==> config.mk <==
export PLATFORM = sky130hd
export DESIGN_NAME = bm_irq_ctrl
export DESIGN_NICKNAME = d
export VERILOG_FILES = /design/src/rtl/bm_irq_pkg.sv /design/src/rtl/bm_irq_ctrl_logic.sv /design/src/rtl/bm_irq_datapath.sv /design/src/rtl/bm_irq_ctrl.sv
export SDC_FILE = /design/constraint.sdc
export NUM_CORES = 1
export LEC_CHECK = 0
export BUFFER_PORTS_ARGS = -buffer_cell sky130_fd_sc_hd__buf_2
export CELL_PAD_IN_SITES_DETAIL_PLACEMENT = 1
export CELL_PAD_IN_SITES_GLOBAL_PLACEMENT = 2
export CORE_AREA = 2 2 40 42
export DETAILED_ROUTE_END_ITERATION = 10
export DIE_AREA = 0 0 42 44
export PLACE_DENSITY_LB_ADDON = 0.1
export REMOVE_ABC_BUFFERS = 1
export SLEW_MARGIN = 20
export SYNTH_ARGS = -nofsm -noshare
export SYNTH_HDL_FRONTEND = slang
export SYNTH_SLANG_ARGS = --single-unit
==> constraint.sdc <==
create_clock -name clk -period 0.9 [get_ports clk]
set_input_delay 0.135 -clock clk [delete_from_list [all_inputs] [get_ports clk]]
set_output_delay 0.135 -clock clk [all_outputs]
set_load 0.05 [all_outputs]
==> src/rtl/bm_irq_pkg.sv <==
package bm_irq_pkg;
  localparam int SRC_W   = 3;
  localparam int SRC_RD  = 0;
  localparam int SRC_WR  = 1;
  localparam int SRC_ERR = 2;

  typedef struct packed {
    logic [SRC_W-1:0] setMask;
    logic [SRC_W-1:0] clrMask;
    logic [SRC_W-1:0] enMask;
    logic             selLocal;
  } irqStrobe_t;
endpackage

==> src/rtl/bm_irq_ctrl_logic.sv <==
module bm_irq_ctrl_logic
  import bm_irq_pkg::*;
(
  input  logic             rdCountZero,
  input  logic             wrCountZero,
  input  logic             targetAbort,
  input  logic             masterAbort,
  input  logic             localInitiated,
  input  logic             rdIntEn,
  input  logic             wrIntEn,
  input  logic             intDisable,
  input  logic             clrWe,
  input  logic [SRC_W-1:0] clrMask,
  output irqStrobe_t       strobe
);
  logic errGate;

  always_comb begin
    errGate = rdIntEn | wrIntEn;
    strobe = '0;
    strobe.setMask[SRC_RD]  = rdCountZero;
    strobe.setMask[SRC_WR]  = wrCountZero;
    strobe.setMask[SRC_ERR] = targetAbort | masterAbort;
    strobe.clrMask          = clrWe ? clrMask : '0;
    if (!intDisable) begin
      strobe.enMask[SRC_RD]  = rdIntEn;
      strobe.enMask[SRC_WR]  = wrIntEn;
      strobe.enMask[SRC_ERR] = errGate;
    end
    strobe.selLocal = localInitiated;
  end
endmodule

==> src/rtl/bm_irq_datapath.sv <==
module bm_irq_datapath
  import bm_irq_pkg::*;
(
  input  logic             clk,
  input  logic             rstN,
  input  irqStrobe_t       strobe,
  output logic [SRC_W-1:0] statusQ,
  output logic             hostIntN,
  output logic             localIntN
);
  logic pending;

  for (genvar i = 0; i < SRC_W; i++) begin : g_bit
    always_ff @(posedge clk or negedge rstN) begin
      if (!rstN) statusQ[i] <= 1'b0;
      else       statusQ[i] <= strobe.setMask[i] | (statusQ[i] & ~strobe.clrMask[i]);
    end

    p_set_r2: assert property (@(posedge clk) disable iff (!rstN)
      strobe.setMask[i] |=> statusQ[i]);
    p_clear_r3: assert property (@(posedge clk) disable iff (!rstN)
      (strobe.clrMask[i] && !strobe.setMask[i]) |=> !statusQ[i]);
    p_sticky_r4: assert property (@(posedge clk) disable iff (!rstN)
      (statusQ[i] && !strobe.clrMask[i]) |=> statusQ[i]);
  end

  always_comb begin
    pending   = |(statusQ & strobe.enMask);
    hostIntN  = ~(pending & ~strobe.selLocal);
    localIntN = ~(pending & strobe.selLocal);
  end

  p_steer_r7: assert property (@(posedge clk) disable iff (!rstN)
    strobe.selLocal ? hostIntN : localIntN);
endmodule

==> src/rtl/bm_irq_ctrl.sv <==
module bm_irq_ctrl
  import bm_irq_pkg::*;
(
  input  logic             clk,
  input  logic             rstN,
  input  logic             rdCountZero,
  input  logic             wrCountZero,
  input  logic             targetAbort,
  input  logic             masterAbort,
  input  logic             localInitiated,
  input  logic             rdIntEn,
  input  logic             wrIntEn,
  input  logic             intDisable,
  input  logic             clrWe,
  input  logic [SRC_W-1:0] clrMask,
  output logic [SRC_W-1:0] status,
  output logic             hostIntN,
  output logic             localIntN
);
  irqStrobe_t strobe;

  bm_irq_ctrl_logic u_ctrl (
    .rdCountZero(rdCountZero), .wrCountZero(wrCountZero),
    .targetAbort(targetAbort), .masterAbort(masterAbort),
    .localInitiated(localInitiated), .rdIntEn(rdIntEn), .wrIntEn(wrIntEn),
    .intDisable(intDisable), .clrWe(clrWe), .clrMask(clrMask), .strobe(strobe)
  );

  bm_irq_datapath u_dp (
    .clk(clk), .rstN(rstN), .strobe(strobe), .statusQ(status),
    .hostIntN(hostIntN), .localIntN(localIntN)
  );

  p_err_gate_r5: assert property (@(posedge clk) disable iff (!rstN)
    (!rdIntEn && !wrIntEn) |-> (hostIntN && localIntN));
  p_disable_r8: assert property (@(posedge clk) disable iff (!rstN)
    intDisable |-> (hostIntN && localIntN));
  p_rd_event_r2: assert property (@(posedge clk) disable iff (!rstN)
    rdCountZero |=> status[SRC_RD]);
  p_abort_r2: assert property (@(posedge clk) disable iff (!rstN)
    (targetAbort || masterAbort) |=> status[SRC_ERR]);
  p_rd_int_r6: assert property (@(posedge clk) disable iff (!rstN)
    (status[SRC_RD] && rdIntEn && !intDisable) |-> !(hostIntN && localIntN));
endmodule

* After elaboration in Yosys (flattened, before gate mapping)
Cells that the tools add are included.
** Storage, ports and cells
- Flip-flop bits (word level) :: 3
- Logic and storage cells :: 23
- Bits of input ports :: 14
** Cells by class
- Reduce and logical (&&, ||, !) cells :: 1
- Bitwise gates (word level) :: 17
- Mux-type cells :: 2
** Operators with widths (number)
- $mux 3 :: 2
- $not 1->1 :: 6
- $and 1x1->1 :: 5
- $or 1x1->1 :: 5
- $and 3x3->3 :: 1
- $reduce_or 3->1 :: 1

* Logic depth before layout (Yosys ltp)
Gate-level depths: netlist of run 1.
- Depth after elaboration :: 6
- Mapped depth :: 2
- Gate-level depth less buffers :: 2

* Hierarchy
Synthesis of run 1 repeated with hierarchy kept, for this count alone.
** Unflattened totals
- Cell total of the unflattened synthesis :: 22
- Area total of the unflattened synthesis :: 202.7 µm²
** By module, submodules not included
- bm_irq_datapath :: area each 132.6 µm², times used 1, cells an instance 12
- bm_irq_ctrl_logic :: area each 70.1 µm², times used 1, cells an instance 10

* Worst setup path after synthesis of run 1
No wires, ideal clock.
- Kind :: register -> output
- Start point :: register u_dp.statusQ[0]
- End point :: output port hostIntN
- Data arrival time :: 1.591 ns
- Buffers on the path :: 0
- Stages on the path, launching flop included :: 3
- Path slack :: -0.826 ns
- Cell sequence :: dfrtp_1 > a22o_1 > o21ai_1
** Between the ends
- Longest elaborated chain between the ends :: 4
** Ends and longest elaborated chain
- start: declaration :: RTL line bm_irq_datapath.sv:7 : output logic [SRC_W-1:0] statusQ,
- start signal: indexed assignment :: RTL line bm_irq_datapath.sv:16 : else statusQ[i] <= strobe.setMask[i] | (statusQ[i] & ~strobe.clrMask[i]);
- $and 3x3->3 :: RTL line bm_irq_datapath.sv:28 : pending = |(statusQ & strobe.enMask);
- $reduce_or 3->1 :: RTL line bm_irq_datapath.sv:28
- $and 1x1->1 :: RTL line bm_irq_datapath.sv:29 : hostIntN = ~(pending & ~strobe.selLocal);
- $not 1->1 :: RTL line bm_irq_datapath.sv:29
- end: declaration :: RTL line bm_irq_ctrl.sv:17 : output logic hostIntN,
No other way between the ends.

* Final worst setup path of run 1
Same ends and word-level chain as after synthesis.

==> summary.txt, run 1 <==
Tcrit/Tclk final - 1.43
Clock Latency Late Sink - 230 ps
Type of the worst setup path - register to primary output
Final ANT Viol Nets - 0
H-tree Lvls - 1
Crit path max fanout - 2
Synth unique cells - 9
Peak supply drop - 0.599 mV
Critical path capture point type - primary output
GR Overflow Total - 0
Top achievable clock speed - 0.777 GHz
Commonest non-fill, non-tap cell in the layout - buf_2
Placed cells - 52
TritonRoute pass-1 iters - 1
Post-synthesis sequential area ratio - 0.513
#FFs+latches synth - 3
Initial antenna violation count - 0
Mapped Cells - 15
First-pass GRT wire length - 1050 um
Yosys warnings - 0
Fin Setup TNS - -1200 ps
Share of post-route cells with drive strength above 1 - 0.643
Netlist Area Pre-Place - 146 um^2
Static leakage - 0.000181 uW
Routed Wire Length - 614 um
Tightest Hold Check Type - input pin to register
Pins over their slew limit - 0
Remaining DRCs - 0
Top reg by flops - u_dp.statusQ
Max-slew headroom - 0.903
Syn Area/Cell - 9.76 um^2
Via count - 228
Area of the core - 0.00142 mm^2
CTS tree - yes
DIE AREA - 0.00185 mm^2
Number of CTS-inserted buffers - 3
Reg clk slew, reported paths - 40 ps
Failing checks - setup timing
Top post-synthesis cells by area - dfrtp_1 (51%), a21o_1 (10%), nand2_1 (7.7%)
Post-layout util - 0.263
Wire per inst - 10.6 um
Via/cell ratio - 3.93
CTS sink count - 3
First DRT Iteration DRCs - 0
Clock skew - 0 ps
Cell taking the most area after synthesis - dfrtp_1
Inserted Diodes - 0
Share of the synthesized area in the top cell type - 0.513
Die H - 44 um
Final setup margin - -386 ps
Fin cells - 58
Top Registers - u_dp.statusQ x3
IO Pins - 19
Leading cell types in the layout, fill and taps excluded - buf_2 (13), buf_6 (4)
Fin crit period - 1290 ps
Longest Clk Path Bufs - 2
Port buffer count - 18
GR Util All Layers - 0.0826
Setup violators final - 6
Critical Path Start Type - register
WP data required - 760 ps
Largest net degree at the start of global routing - 4
RSZ-0062 raised after global routing - yes
Status - finished with violations
Number of global-route vias before repair - 245
Placer congestion estimate - 0.647
Layout area overhead - 155%
Clk root buf - clkbuf_4
Final Hold Slack - 86.7 ps
Die X - 42 um
Starting density of the core - 0.103
Tightest Pin Transition - 145 ps
Final #Nets - 57
CP arrival - 1150 ps
Max reg flops - 3
Pwr Density - 1460 mW/mm^2
Pre-CTS setup slack - -284 ps
Fin. Hold Viols - 0
Max cap viols - 0
FP Rows - 14
[cells in the mapped netlist]
cell,n
o21ai_1,2
dfrtp_1,3
a22o_1,1
a211o_1,1
o21a_1,1
nor2_1,1
nor2b_1,1
nand2_1,3
a21o_1,2
[cell families (layout without fill, tap and decap cells)]
| kind of cell | count (synthesis) | count (layout) | share of synthesized area |
|---|---|---|---|
| DFF | 3 | 3 | 0.513 |
| and+or+nand+nor | 5 | 5 | 0.145 |
| AOI/OAI and AO/OA | 7 | 7 | 0.342 |
| buffers and inverters | 0 | 27 | 0 |
[worst paths after layout]
kind / start / to / slack [ps] / cells after the start
min in group asynchronous: rstN / u_dp.statusQ[0] / 220 / 2
setup reg to reg: u_dp.statusQ[2] / u_dp.statusQ[2] / -90 / 3
hold / removal: wrCountZero / u_dp.statusQ[1] / 90 / 2
max in group asynchronous: rstN / u_dp.statusQ[2] / 570 / 2
hold reg to reg: u_dp.statusQ[0] / u_dp.statusQ[0] / 590 / 2
setup / recovery: u_dp.statusQ[0] / hostIntN / -390 / 3
[power breakdown]
group	switching [uW]	internal, uW	total, uW
registers	4.07	143	147
clock network	67.3	166	233
logic	86.8	77.8	165
[metal layers]
metal  global-route usage  vias to the layer above  part of all wire
met1               0.0725                      105              0.33
met4               0.0774                        0                 0
li1                     -                      109                 -
met2                0.134                       14              0.58
met3               0.0458                        0             0.088
met5                    0                        -                 0
[worst max-delay path, stage by stage, from the launching register on]
cell and delay [ps]:
dfrtp_1 370, a22o_1 240, o21ai_2 140, buf_6 170
[area by class of cell]
type,instances,area (um^2)
Fill cell,179,1050
Timing Repair Buffer,23,173
Multi-Input combinational cell,12,78.8
Sequential cell,3,75.1
Clock buffer,4,26.3
Tap cell,16,20.0
[timing repair]
item,in CTS,in global routing
pin swaps,3,0
setup buffers,1,2
endpoints found under the setup margin,5,5
hold endpoints to repair,3,0
hold buffers,1,0
resized for setup,13,2
[per-stage QoR]
step	instance area, um^2	power (uW)
floorplan	146	218
global placement	279	277
detailed placement	279	281
CTS	358	555
global route	373	587
finish	373	545
Note: power is estimated with default switching activity, not from simulation.
==> run 2, diff against run 1 <==
--- a/config.mk
+++ b/config.mk
@@ -5,6 +5,7 @@
 export SDC_FILE = /design/constraint.sdc
 export NUM_CORES = 1
 export LEC_CHECK = 0
+export ABC_AREA = 1
 export BUFFER_PORTS_ARGS = -buffer_cell sky130_fd_sc_hd__buf_2
 export CELL_PAD_IN_SITES_DETAIL_PLACEMENT = 1
 export CELL_PAD_IN_SITES_GLOBAL_PLACEMENT = 2
==> run 2 against run 1 <==
The flow still finishes with violations (setup timing). Clock skew did not move. Clock power fell by 3%. Critical path depth rose by 1. Sequential share of layout area rose by 0.41 points. Cell count rose by 3.4%. Total power fell by 3.2%. Hold slack barely moved. Combinational power fell by 7%. Flip-flop and latch count did not move. Critical path type unchanged.
==> summary.txt, run 2 <==
Status - finished with violations
Pre-CTS setup slack - -158 ps
Post-synthesis sequential area ratio - 0.522
Number of global-route vias before repair - 237
GR Overflow Total - 0
TritonRoute pass-1 iters - 4
EDFF count, synth - 0
Commonest non-fill, non-tap cell in the layout - buf_2
Starting density of the core - 0.101
Yosys warnings - 0
Most used DFF post-synth - dfrtp_1
Failing checks - setup timing
Tcrit/Tclk final - 1.36
Crit. Startpoint - u_dp.statusQ[2]
Die H - 44 um
Top achievable clock speed - 0.816 GHz
Static leakage - 0.000191 uW
CTS tree - yes
Longest Clk Path Bufs - 2
Mapped Cells - 18
R2r startpoint - u_dp.statusQ[0]
CP arrival - 1090 ps
Tightest Pin Transition - 110 ps
RSZ-0062 raised after global routing - yes
Setup violators final - 5
Critical Path Start Type - register
Via count - 220
Fin crit period - 1230 ps
Routed Wire Length - 532 um
Max cap viols - 0
Final Hold Slack - 86.8 ps
WP data required - 760 ps
DIE AREA - 0.00185 mm^2
Total power - 528 uW
Most frequent cell after synthesis - nand2_1
Wire per inst - 8.87 um
Final setup margin - -326 ps
Synth unique cells - 7
Share of the synthesized area in the top cell type - 0.522
GR Util All Layers - 0.0688
Remaining DRCs - 0
Inserted Diodes - 0
H-tree Lvls - 1
Netlist Area Pre-Place - 144 um^2
Async S/R FF share, synth - 1.00
IO Pins - 19
#FFs+latches synth - 3
Peak supply drop - 0.668 mV
Top post-synthesis cells by area - dfrtp_1 (52%), nand2_1 (16%), a21o_1 (10%)
Area of the core - 0.00142 mm^2
Final #Nets - 59
Pwr Density - 1440 mW/mm^2
Max-slew headroom - 0.926
Clock skew - 0 ps
First DRT Iteration DRCs - 2
Final ANT Viol Nets - 0
Share of post-route cells with drive strength above 1 - 0.591
Placer congestion estimate - 0.646
Fin Setup TNS - -995 ps
Top Registers - u_dp.statusQ x3
Largest net degree at the start of global routing - 4
Clk root buf - clkbuf_4
Hold path start - wrCountZero
Critical path capture point type - primary output
Port buffer count - 18
Via/cell ratio - 3.67
CTS sink count - 3
First-pass GRT wire length - 924 um
Layout area overhead - 154%
Pins over their slew limit - 0
FP Rows - 14
Cell taking the most area after synthesis - dfrtp_1
Reg clk slew, reported paths - 40 ps
Fin. Hold Viols - 0
Type of the worst setup path - register to primary output
Synth cell count leaders - nand2_1 (6), dfrtp_1 (3)
Max reg flops - 3
Initial antenna violation count - 0
Leading cell types in the layout, fill and taps excluded - buf_2 (13), nand2_1 (6), buf_6 (4), clkbuf_4 (3), dfrtp_1 (3)
Syn Area/Cell - 7.99 um^2
Die X - 42 um
Number of CTS-inserted buffers - 3
Crit path max fanout - 3
Clock Latency Late Sink - 220 ps
Tightest Hold Check Type - input pin to register
Top reg by flops - u_dp.statusQ
run 2: power by group:
group | internal (uW) | total (uW) | switching (uW)
clock | 165 | 226 | 60.9
combinational | 72.4 | 153 | 80.9
sequential | 143 | 148 | 4.75
total | 381 | 528 | 147
run 2: cell type report:
cell class                      instances  area (um^2)
Clock buffer                            4         26.3
Fill cell                             174         1050
Inverter                                2         7.51
Multi-Input combinational cell         13         71.3
Sequential cell                         3         75.1
Tap cell                               16         20.0
Timing Repair Buffer                   22          165
run 2: kinds of logic (layout without fill, tap and decap cells):
| logic type | after synthesis | after routing | synth area share |
|---|---|---|---|
| AO/OA/AOI/OAI | 4 | 4 | 0.174 |
| AND/OR/NAND/NOR | 9 | 9 | 0.252 |
| flip-flops | 3 | 3 | 0.522 |
| buffers and inverters | 2 | 28 | 0.0522 |
run 2: worst paths after layout:
| check | endpoint | slack (ps) | depth (start not counted) |
|---|---|---|---|
| setup / recovery | hostIntN | -330 | 4 |
| hold / removal | u_dp.statusQ[1] | 90 | 2 |
| setup reg to reg | u_dp.statusQ[0] | 120 | 2 |
| hold reg to reg | u_dp.statusQ[1] | 580 | 2 |
| max in group asynchronous | u_dp.statusQ[0] | 560 | 2 |
| min in group asynchronous | u_dp.statusQ[2] | 230 | 2 |
run 2: routing by layer:
metal  GRT usage  wire length (um)  vias up
li1            -                 -      111
met1      0.0704               198       98
met2       0.106               285       11
met3      0.0458                48        0
met4      0.0387                 0        0
met5           0                 0        -
run 2: through the flow:
stage,cells,util,instance area (um^2)
after floorplan,18,-,144
after global placement,55,0.195,277
after detailed placement,55,0.195,277
after CTS,60,0.248,352
after global routing,60,0.257,365
final,60,0.257,365
run 2: repair_timing:
item                                    in CTS  in global routing
pin swaps                                    1                  2
resized for setup                           12                  3
hold buffers                                 1                  0
hold endpoints to repair                     3                  0
endpoints found under the setup margin       5                  5
setup buffers                                1                  0
run 2: worst max-delay path, stage by stage (launching register included):
cell and delay, ps:
dfrtp_1 380, o21ai_1 140, nand2_1 110, nand3_2 80, buf_6 150
